--- config.mk ---
export PLATFORM = sky130hd
export DESIGN_NAME = capseq_top
export DESIGN_NICKNAME = d
export VERILOG_FILES = /design/src/rtl/capseq_pkg.sv /design/src/rtl/capseq_rate_div.sv /design/src/rtl/capseq_fsm.sv /design/src/rtl/capseq_counters.sv /design/src/rtl/capseq_top.sv
export SDC_FILE = /design/constraint.sdc
export NUM_CORES = 1
export LEC_CHECK = 0
export BUFFER_PORTS_ARGS = -buffer_cell sky130_fd_sc_hd__buf_2
export CORE_MARGIN = 2
export CORE_UTILIZATION = 46
export CTS_CLUSTER_SIZE = 20
export DETAILED_ROUTE_END_ITERATION = 12
export PLACE_DENSITY = 0.68
export SLEW_MARGIN = 20
export SYNTH_ARGS = -nofsm -noshare
export SYNTH_HDL_FRONTEND = slang
export SYNTH_SLANG_ARGS = --single-unit
--- constraint.sdc ---
create_clock -name clk_i -period 5.7 [get_ports clk_i]
set_clock_uncertainty 0.05 [all_clocks]
set_input_delay 0.285 -clock clk_i [delete_from_list [all_inputs] [get_ports clk_i]]
set_output_delay 0.285 -clock clk_i [all_outputs]
set_load 0.01 [all_outputs]
--- src/rtl/capseq_pkg.sv ---
package capseq_pkg;

  typedef enum logic [2:0] {
    ST_IDLE = 3'd0,
    ST_PRE  = 3'd1,
    ST_WAIT = 3'd2,
    ST_RUN  = 3'd3,
    ST_DONE = 3'd4
  } cs_state_e;

  localparam logic [15:0] CODE_IDLE = 16'h85E0;
  localparam logic [15:0] CODE_PRE  = 16'h85E2;
  localparam logic [15:0] CODE_WAIT = 16'h85EA;
  localparam logic [15:0] CODE_RUN  = 16'h85EE;
  localparam logic [15:0] CODE_DONE = 16'h85ED;

  localparam logic [7:0] CMD_RUN  = 8'h03;
  localparam logic [7:0] CMD_HALT = 8'h00;

  function automatic logic [15:0] status_of(cs_state_e s);
    logic [15:0] code;
    case (s)
      ST_PRE:  code = CODE_PRE;
      ST_WAIT: code = CODE_WAIT;
      ST_RUN:  code = CODE_RUN;
      ST_DONE: code = CODE_DONE;
      default: code = CODE_IDLE;
    endcase
    return code;
  endfunction

endpackage

--- src/rtl/capseq_rate_div.sv ---
module capseq_rate_div #(
  parameter int DIV_W = 16
) (
  input  logic             clk_i,
  input  logic             rst_ni,
  input  logic             active_i,
  input  logic             en_i,
  input  logic [DIV_W-1:0] div_i,
  output logic             tick_o
);

  logic [DIV_W-1:0] cnt_q, cnt_d;
  logic [DIV_W-1:0] lim_m1;

  // divisor 0 behaves as divisor 1
  assign lim_m1 = (div_i == '0) ? '0 : div_i - 1'b1;
  assign tick_o = en_i && active_i && (cnt_q == lim_m1);

  always_comb begin
    cnt_d = cnt_q;
    if (!active_i) begin
      cnt_d = '0;
    end else if (en_i) begin
      cnt_d = tick_o ? '0 : cnt_q + 1'b1;
    end
  end

  always_ff @(posedge clk_i or negedge rst_ni) begin
    if (!rst_ni) cnt_q <= '0;
    else         cnt_q <= cnt_d;
  end

endmodule

--- src/rtl/capseq_fsm.sv ---
module capseq_fsm
  import capseq_pkg::*;
(
  input  logic      clk_i,
  input  logic      rst_ni,
  input  logic      start_i,
  input  logic      halt_i,
  input  logic      trig_i,
  input  logic      tick_i,
  input  logic      pre_zero_i,
  input  logic      pre_last_i,
  input  logic      run_last_i,
  input  logic      reached_i,
  output cs_state_e state_o,
  output logic      start_ok_o,
  output logic      enter_done_o
);

  cs_state_e st_q, st_d;

  assign start_ok_o = start_i && (st_q == ST_IDLE || st_q == ST_DONE);

  always_comb begin
    st_d = st_q;
    case (st_q)
      ST_IDLE, ST_DONE: if (start_ok_o) st_d = pre_zero_i ? ST_WAIT : ST_PRE;
      ST_PRE:           if (tick_i && pre_last_i) st_d = ST_WAIT;
      ST_WAIT:          if (trig_i) st_d = reached_i ? ST_DONE : ST_RUN;
      ST_RUN:           if (tick_i && run_last_i) st_d = ST_DONE;
      default:          st_d = ST_IDLE;
    endcase
    if (halt_i) st_d = ST_IDLE;
  end

  assign enter_done_o = (st_d == ST_DONE) && (st_q != ST_DONE);
  assign state_o      = st_q;

  always_ff @(posedge clk_i or negedge rst_ni) begin
    if (!rst_ni) st_q <= ST_IDLE;
    else         st_q <= st_d;
  end

endmodule

--- src/rtl/capseq_counters.sv ---
module capseq_counters #(
  parameter int CNT_W  = 32,
  parameter int ADDR_W = 16
) (
  input  logic              clk_i,
  input  logic              rst_ni,
  input  logic              start_i,
  input  logic              mode_i,
  input  logic              tick_i,
  input  logic              count_en_i,
  input  logic              in_pre_i,
  input  logic              enter_done_i,
  input  logic [CNT_W-1:0]  pre_cnt_i,
  input  logic [CNT_W-1:0]  total_cnt_i,
  output logic              mode_o,
  output logic [ADDR_W-1:0] addr_o,
  output logic              pre_last_o,
  output logic              run_last_o,
  output logic              reached_o,
  output logic [CNT_W-1:0]  res_total_o,
  output logic [CNT_W-1:0]  res_pre_o,
  output logic [CNT_W-1:0]  res_wpos_o
);

  logic [CNT_W-1:0]  samp_q, samp_d, samp_nxt;
  logic [CNT_W-1:0]  pre_q, pre_d;
  logic [ADDR_W-1:0] addr_q, addr_d;
  logic              mode_q, mode_d;
  logic [CNT_W-1:0]  rtot_q, rtot_d, rpre_q, rpre_d, rpos_q, rpos_d;

  assign samp_nxt   = samp_q + 1'b1;
  assign pre_last_o = (samp_nxt == pre_cnt_i);
  assign run_last_o = (samp_nxt >= total_cnt_i);
  assign reached_o  = (samp_q >= total_cnt_i);

  always_comb begin
    samp_d = samp_q;
    pre_d  = pre_q;
    addr_d = addr_q;
    mode_d = mode_q;
    if (start_i) begin
      samp_d = '0;
      pre_d  = '0;
      addr_d = '0;
      mode_d = mode_i;
    end else if (tick_i && count_en_i) begin
      samp_d = samp_nxt;
      if (in_pre_i) pre_d  = pre_q + 1'b1;
      if (!mode_q)  addr_d = addr_q + 1'b1;
    end
  end

  always_comb begin
    rtot_d = rtot_q;
    rpre_d = rpre_q;
    rpos_d = rpos_q;
    if (enter_done_i) begin
      rtot_d = samp_d;
      rpre_d = pre_d;
      rpos_d = CNT_W'(addr_d);
    end
  end

  always_ff @(posedge clk_i or negedge rst_ni) begin
    if (!rst_ni) begin
      samp_q <= '0;
      pre_q  <= '0;
      addr_q <= '0;
      mode_q <= 1'b0;
      rtot_q <= '0;
      rpre_q <= '0;
      rpos_q <= '0;
    end else begin
      samp_q <= samp_d;
      pre_q  <= pre_d;
      addr_q <= addr_d;
      mode_q <= mode_d;
      rtot_q <= rtot_d;
      rpre_q <= rpre_d;
      rpos_q <= rpos_d;
    end
  end

  assign mode_o      = mode_q;
  assign addr_o      = addr_q;
  assign res_total_o = rtot_q;
  assign res_pre_o   = rpre_q;
  assign res_wpos_o  = rpos_q;

endmodule

--- src/rtl/capseq_top.sv ---
module capseq_top
  import capseq_pkg::*;
#(
  parameter int CNT_W  = 32,
  parameter int DIV_W  = 16,
  parameter int ADDR_W = 16
) (
  input  logic              clk_i,
  input  logic              rst_ni,
  input  logic              cmd_we_i,
  input  logic [7:0]        cmd_data_i,
  input  logic              mode_stream_i,
  input  logic [CNT_W-1:0]  total_cnt_i,
  input  logic [CNT_W-1:0]  pre_cnt_i,
  input  logic [DIV_W-1:0]  rate_div_i,
  input  logic              sample_en_i,
  input  logic              trig_hit_i,
  output logic [15:0]       status_o,
  output logic              mem_we_o,
  output logic [ADDR_W-1:0] mem_addr_o,
  output logic              stream_we_o,
  output logic              done_o,
  output logic [CNT_W-1:0]  res_total_o,
  output logic [CNT_W-1:0]  res_pre_o,
  output logic [CNT_W-1:0]  res_wpos_o
);

  cs_state_e state;
  logic      start_cmd, halt_cmd, start_ok, enter_done;
  logic      tick, count_en, mode_q;
  logic      pre_last, run_last, reached;

  assign start_cmd = cmd_we_i && (cmd_data_i == CMD_RUN);
  assign halt_cmd  = cmd_we_i && (cmd_data_i == CMD_HALT);
  assign count_en  = (state == ST_PRE) || (state == ST_RUN);

  capseq_rate_div #(.DIV_W(DIV_W)) u_div (
    .clk_i    (clk_i),
    .rst_ni   (rst_ni),
    .active_i (count_en),
    .en_i     (sample_en_i),
    .div_i    (rate_div_i),
    .tick_o   (tick)
  );

  capseq_fsm u_fsm (
    .clk_i        (clk_i),
    .rst_ni       (rst_ni),
    .start_i      (start_cmd),
    .halt_i       (halt_cmd),
    .trig_i       (trig_hit_i),
    .tick_i       (tick),
    .pre_zero_i   (pre_cnt_i == '0),
    .pre_last_i   (pre_last),
    .run_last_i   (run_last),
    .reached_i    (reached),
    .state_o      (state),
    .start_ok_o   (start_ok),
    .enter_done_o (enter_done)
  );

  capseq_counters #(.CNT_W(CNT_W), .ADDR_W(ADDR_W)) u_cnt (
    .clk_i        (clk_i),
    .rst_ni       (rst_ni),
    .start_i      (start_ok),
    .mode_i       (mode_stream_i),
    .tick_i       (tick),
    .count_en_i   (count_en),
    .in_pre_i     (state == ST_PRE),
    .enter_done_i (enter_done),
    .pre_cnt_i    (pre_cnt_i),
    .total_cnt_i  (total_cnt_i),
    .mode_o       (mode_q),
    .addr_o       (mem_addr_o),
    .pre_last_o   (pre_last),
    .run_last_o   (run_last),
    .reached_o    (reached),
    .res_total_o  (res_total_o),
    .res_pre_o    (res_pre_o),
    .res_wpos_o   (res_wpos_o)
  );

  assign status_o    = status_of(state);
  assign done_o      = (state == ST_DONE);
  assign mem_we_o    = tick && count_en && !mode_q;
  assign stream_we_o = tick && count_en && mode_q;

endmodule

==> metrics.txt, run 1 <==
Synth Area in Compound Gates 11.7%; Post-DRT Antenna Nets 0; maximum clock rate 208 MHz; Syn Inst Count 1387; # setup viols final 0; hold endpoint u_div.cnt_q[6]$_DFFE_PN0P_; WP data arrival 5.08 ns; RSZ-0062 raised after global routing false; routability cong. 0.952; number of enable flip-flop cells after synthesis 0; Ports 225; first-pass GRT wire length 57700 µm; Fin Setup TNS 0 ns; Post-Synth Adder-Cell Area 6.78%; vias after detailed routing 11200; Yosys cell types 76; # fillers 2486; hold_ws 0.150 ns; Rel. slew slack 46.4%; R2R cell count 14; outcome finished, final reports clean; CP Max Fanout 59; gr usage total 25.1%; grt ovf 0; Avg Cell Area, Syn 9.18 µm²; measured slew at the worst slew-check pin 0.802 ns; worst min path class in -> reg; Via-to-Cell Ratio 5.93; WL final 35700 µm; hold depth 3; Seq/Total Area, Yosys 35.4%; clock slew at reported path FFs 0.08 ns; IO Port Bufs 196; post-DR wirelength/cell 18.9 µm; number of buffers created by CTS 17; post-CTS sizing 0; peak supply drop 0.189 mV; drt first pass iters 5; # rows 60; post-synthesis simple-gate area fraction 23.8%; Slew Viols, Final 0; Period Utilization, post-route 84.2%; start point of the worst hold path sample_en_i; detailed router's first-iteration violation count 819; critical path type reg -> reg; FF-to-FF setup slack 0.90 ns; DIE HEIGHT 170 µm; initial antenna violation count 0; P&R area growth vs syn 13.7%; DRC violations left 0; Crit. End Element flip-flop; cts hold-fix bufs 2; die area 0.0290 mm²; vias in the first global route 10800; critical path launch point type flip-flop; H-tree depth 4; Crit Reg-Reg Startpoint u_cnt.samp_q[4]$_DFF_PN0_; yosys warns 0; HPWL Detailed 26900 µm; postcts setup bufs 0; Period minus WS final 4.80 ns; Mapped Area 0.0127 mm²; ys flop type dfrtp_1; main combinational cell family by area after synthesis simple AND/OR/NAND/NOR gates; # diodes 0; max-cap violations 0; largest net degree at the start of global routing 86; Initial Utilization 47.1%; Fin. Hold Viols 0; Root Buffer clkbuf_16; Worst Path Required 5.98 ns; post-synthesis xor/xnor area fraction 5.56%; clk_lat worst skew 0.44 ns; CTS Sinks 180; CTS tree built; Die X 170 µm; Synth Register Bits 180; ys async rst share 100%; pwr/cell area 190 mW/mm²; ratio of cells with drive above 1 in the final layout 22.3%; multiplexer share of the synthesized area 10.5%; Leak 6.97 nW; core box area 0.0270 mm²; clock buffer depth 2; Post-layout nets 1696; FF-to-FF End u_cnt.res_total_o[18]$_DFFE_PN0P_; Overall Power 2.75 mW
-- flip-flops by register name (all words and copies together) (netlist names) --
| name | flops |
|---|---|
| u_div.cnt_q | 16 |
| u_cnt.res_wpos_o | 16 |
| u_cnt.pre_q | 32 |
| u_cnt.addr_o | 16 |
| u_fsm.state_o | 3 |
| u_cnt.res_total_o | 32 |
| u_cnt.samp_q | 32 |
| u_cnt.res_pre_o | 32 |
| u_cnt.mode_o | 1 |
-- logic make-up after synthesis --
kind of cell / after synthesis
AOI/OAI and AO/OA: 225
xor gates and xnor gates: 76
adders and majority gates: 69
and+or+nand+nor: 537
other: 2
muxes: 124
buffers and inverters: 174
DFF: 180
-- stage by stage --
stage	instances	area, µm²	util, %	setup WS, ns
floorplan	1413	12800	-	1.10
global placement	1853	13800	51.1	1.02
finish	1887	14500	53.5	0.902
CTS	1887	14500	53.5	0.952
detailed placement	1853	13800	51.1	0.953
global route	1887	14500	53.5	0.581
-- final cells by class --
cell class,instances,area [µm²],share of cell area (%)
clock buffer,17,425,2.94
clock inverter,15,204,1.41
inverter,62,233,1.61
multi-input combinational,1059,7540,52.1
sequential,180,4500,31.1
tap,341,427,2.95
timing repair buffer,213,1130,7.83
-- critical path, stage by stage (launching register included) --
cell	delay, ns
dfrtp_1	0.56
nand4_1	0.32
or3_1	0.50
xnor2_1	0.27
ha_1	0.30
a211oi_1	0.20
nor2_1	0.07
nor2_1	0.08
o21ai_0	0.16
a2111oi_0	0.69
o211a_1	0.33
nor4b_2	0.10
o211ai_4	0.26
buf_12	0.31
mux2_2	0.39
-- synth_stat cells (6+ instances only) --
cell type  number  share of area, %
dfrtp_1       180                35
nand2_1       106               3.1
mux2_2         76               6.7
a21oi_1        70               2.8
ha_1           69               6.8
clkbuf_1       63               1.9
inv_1          62               1.8
nand2b_1       54               2.7
nor2_1         53               1.6
mux2i_1        48               3.8
xnor2_1        48               3.3
nor4_1         46               2.3
nor3_1         44               1.7
nand3_1        42               1.7
nand4_1        37               1.8
or4_1          37               2.2
o31ai_1        33               1.9
and3_1         31               1.5
o21ai_0        30               1.2
buf_4          28               1.7
xor2_1         25               1.7
or3_1          20              0.98
a31oi_1        12              0.59
buf_2          12              0.47
nand4b_1       11              0.76
nor2b_1        11              0.54
a21o_1         10              0.59
nand3b_1        8              0.47
or2_2           8              0.39
o21a_1          7              0.41
buf_1           6              0.18
-- power breakdown --
group          switching (mW)  leakage (nW)  internal (mW)
Clock                   0.612         0.302          0.641
Sequential            0.00360          2.47           1.28
Combinational           0.137          4.19         0.0734
Total                   0.752          6.97           1.99
-- worst max path at each step --
| stage | start | end | slack [ns] |
|---|---|---|---|
| after floorplan | u_cnt.samp_q[4]$_DFF_PN0_ | u_cnt.res_pre_o[26]$_DFFE_PN0P_ | 1.10 |
| after global placement | u_cnt.samp_q[4]$_DFF_PN0_ | u_cnt.res_total_o[17]$_DFFE_PN0P_ | 1.02 |
| after detailed placement | u_cnt.samp_q[4]$_DFF_PN0_ | u_cnt.res_total_o[18]$_DFFE_PN0P_ | 0.95 |
| after CTS | u_cnt.samp_q[4]$_DFF_PN0_ | u_cnt.res_total_o[18]$_DFFE_PN0P_ | 0.95 |
| after global routing | u_cnt.samp_q[0]$_DFF_PN0_ | u_cnt.res_total_o[27]$_DFFE_PN0P_ | 0.58 |
| final | u_cnt.samp_q[4]$_DFF_PN0_ | u_cnt.res_total_o[18]$_DFFE_PN0P_ | 0.90 |
-- placed cells by master, fill, tap and decap left out, drive strengths merged, types with 44 or more instances in the layout --
cell | synthesis | routed
buf | 49 | 211
dfrtp | 180 | 180
nand2 | 106 | 106
mux2 | 76 | 76
a21oi | 70 | 70
inv | 62 | 70
ha | 69 | 69
nand2b | 54 | 54
nor2 | 53 | 53
nor4 | 49 | 49
xnor2 | 48 | 48
mux2i | 48 | 48
nor3 | 44 | 44
-- metal layers --
metal | up-vias | routed length, µm | global-route usage (%)
met4 | 0 | 1050 | 9.33
met3 | 71 | 2310 | 4.77
met5 | - | 0 | 0
met1 | 5410 | 16100 | 34.1
li1 | 5328 | - | -
met2 | 388 | 16300 | 39.9
Note: power is estimated with default switching activity, not from simulation.
==> run 2, diff against run 1 <==
Clock period 5.7 ns to 5 ns, I/O delays scaled along.
==> metrics.txt, run 2 (synthesis results as in run 1) <==
Rel. slew slack 35.6% (was 46.4%); fin cells 1901 (was 1887); drt first pass iters 5 (unchanged); largest net degree at the start of global routing 105 (was 86); die area 0.0290 mm² (unchanged); net switching power 873 µW (was 752 µW); DIE HEIGHT 170 µm (unchanged); Pint 2.23 mW (was 1.99 mW); CTS Sinks 180 (unchanged); Die X 170 µm (unchanged); measured slew at the worst slew-check pin 0.966 ns (was 0.802 ns); Fin. Hold Viols 0 (unchanged); pwr/cell area 213 mW/mm² (was 190 mW/mm²); slowest cell on the critical path or3_1 (was a2111oi_0); CP Max Fanout 58 (was 59); peak supply drop 0.186 mV (was 0.189 mV); clock buffer depth 2 (unchanged); Post-layout nets 1710 (was 1696); # fillers 2478 (was 2486); number of buffers created by CTS 17 (unchanged); # diodes 0 (unchanged); Ports 225 (unchanged); Root Buffer clkbuf_16 (unchanged); Period minus WS final 4.73 ns (was 4.80 ns); WP data arrival 5.01 ns (was 5.08 ns); placed instance area 0.0139 mm² (was 0.0138 mm²); most common cell after layout, fill and taps aside buf_2 (unchanged); initial antenna violation count 1 (was 0); max-cap violations 0 (unchanged); Period Utilization, post-route 94.6% (was 84.2%); most frequent cells in the layout buf_2 (195), dfrtp_1 (180), nand2_1 (106), mux2_2 (76), a21oi_1 (70) (unchanged); Leak 7.03 nW (was 6.97 nW); Reg power frac 47.1% (was 46.7%); RSZ-0062 raised after global routing true (was false); # rows 60 (unchanged); critical path type reg -> reg (unchanged); DRC violations left 0 (unchanged); slowest stage delay, CP 0.55 ns (was 0.69 ns); outcome finished, final reports clean (unchanged); Worst Path Required 5.29 ns (was 5.98 ns); ratio of cells with drive above 1 in the final layout 23.0% (was 22.3%); Crit. End Element flip-flop (unchanged); critical path launch point u_cnt.samp_q[3]$_DFF_PN0_ (was u_cnt.samp_q[4]$_DFF_PN0_); detailed router's first-iteration violation count 908 (was 819); Post-DRT Antenna Nets 0 (unchanged); grt ovf 0 (unchanged); Crit Reg-Reg Startpoint u_cnt.samp_q[3]$_DFF_PN0_ (was u_cnt.samp_q[4]$_DFF_PN0_); H-tree depth 4 (unchanged); switching share of power 28.1% (was 27.4%); Slew Viols, Final 0 (unchanged); gr usage total 24.7% (was 25.1%); first-pass GRT wire length 56700 µm (was 57700 µm); Via-to-Cell Ratio 5.94 (was 5.93); # setup viols final 0 (unchanged); clock slew at reported path FFs 0.08 ns (about the same); Initial Utilization 47.1% (unchanged); clk_lat worst skew 0.45 ns (was 0.44 ns); core box area 0.0270 mm² (unchanged); maximum clock rate 212 MHz (was 208 MHz); vias after detailed routing 11300 (was 11200); WL final 35600 µm (was 35700 µm); Final Instance Area 0.0146 mm² (was 0.0145 mm²); dpl cells 1867 (was 1853); P&R area growth vs syn 14.5% (was 13.7%); CTS tree built (unchanged); worst min path class in -> reg (unchanged); cell mode on critical path nor2_1 (unchanged); Gate power share 7.8% (was 7.7%); CP cell instances nand4_1 > or3_1 > xnor2_1 > ha_1 > a211oi_1 > nor2_1 > nor2_1 > o21ai_0 > a2111oi_0 > buf_4 > o211a_1 > nor4b_2 > o211ai_4 > buf_12 > mux2_2 (was nand4_1 > or3_1 > xnor2_1 > ha_1 > a211oi_1 > nor2_1 > nor2_1 > o21ai_0 > a2111oi_0 > o211a_1 > nor4b_2 > o211ai_4 > buf_12 > mux2_2); HPWL Detailed 26500 µm (was 26900 µm); vias in the first global route 10700 (was 10800); routability cong. 0.978 (was 0.952); start point of the worst hold path sample_en_i (unchanged); post-DR wirelength/cell 18.7 µm (was 18.9 µm); clock share of power 45.1% (was 45.6%); critical path launch point type flip-flop (unchanged); IO Port Bufs 196 (unchanged)
run 2: cell count changes in the layout (fill, tap and decap cells not counted), moves of 2 or more:
cell / delta
buf_4: +14
clkinv_4: +3
clkinv_8: +2
inv_6: -2
inv_8: -2
run 2: what timing repair did:
action,CTS,global route
buffers inserted,0,0
hold endpoints to repair,103,0
hold buffers,2,0
gates resized for setup,0,1
setup endpoints to repair,0,74
run 2: final cells by class:
| cell class | count | area (µm²) | share of cell area [%] |
|---|---|---|---|
| well taps | 341 | 427 | 2.93 |
| repair buffers | 227 | 1240 | 8.49 |
| inverters | 62 | 233 | 1.60 |
| flip-flops and latches | 180 | 4500 | 30.9 |
| clock buffers | 17 | 425 | 2.92 |
| clock inverters | 15 | 201 | 1.38 |
| multi-input cells | 1059 | 7550 | 51.8 |
run 2: per-stage QoR:
stage / total power [mW] / utilization, % / setup slack, ns / setup TNS (ns) / hold slack [ns]
finish: 3.10 / 53.9 / 0.272 / 0 / 0.112
global route: 3.21 / 53.9 / -0.0155 / -0.0564 / 0.116
CTS: 3.13 / 53.9 / 0.203 / 0 / 0.101
detailed placement: 1.73 / 51.5 / 0.226 / 0 / 0.403
global placement: 1.73 / 51.5 / 0.393 / 0 / 0.396
floorplan: 1.63 / - / 0.396 / 0 / -0.0956
run 2: worst paths after layout:
check	endpoint	slack, ns	depth (start not counted)
worst max register to register	u_cnt.res_total_o[27]$_DFFE_PN0P_	0.27	15
worst max-delay path	u_cnt.res_total_o[27]$_DFFE_PN0P_	0.27	15
worst min register to register	u_cnt.res_total_o[12]$_DFFE_PN0P_	0.45	1
worst min-delay path	u_div.cnt_q[6]$_DFFE_PN0P_	0.11	3
max in group asynchronous	u_cnt.pre_q[2]$_DFF_PN0_	3.35	3
min in group asynchronous	u_cnt.res_total_o[9]$_DFFE_PN0P_	0.44	2
run 2: critical path: cells and delay by family, from the launching register on:
kind	cells	cell delay [ns]
compound gates	5	1.37
simple gates	5	1.10
flops	1	0.52
buf+inv	2	0.51
mux	1	0.39
fa+ha+maj	1	0.30
xor+xnor	1	0.28
run 2: power by group through the flow:
stage	clock network, mW	logic, mW	registers, mW
finish	1.40	0.242	1.46
global route	1.48	0.271	1.46
CTS	1.43	0.243	1.46
detailed placement	0	0.240	1.49
global placement	0	0.237	1.49
floorplan	0	0.137	1.49
run 2: per-layer routing:
| metal | vias up | share of wire [%] | GRT usage [%] |
|---|---|---|---|
| met2 | 375 | 45 | 39.0 |
| li1 | 5360 | - | - |
| met4 | 2 | 2.9 | 8.81 |
| met3 | 76 | 7.2 | 5.35 |
| met1 | 5482 | 45 | 33.3 |
| met5 | - | 0.037 | 0 |
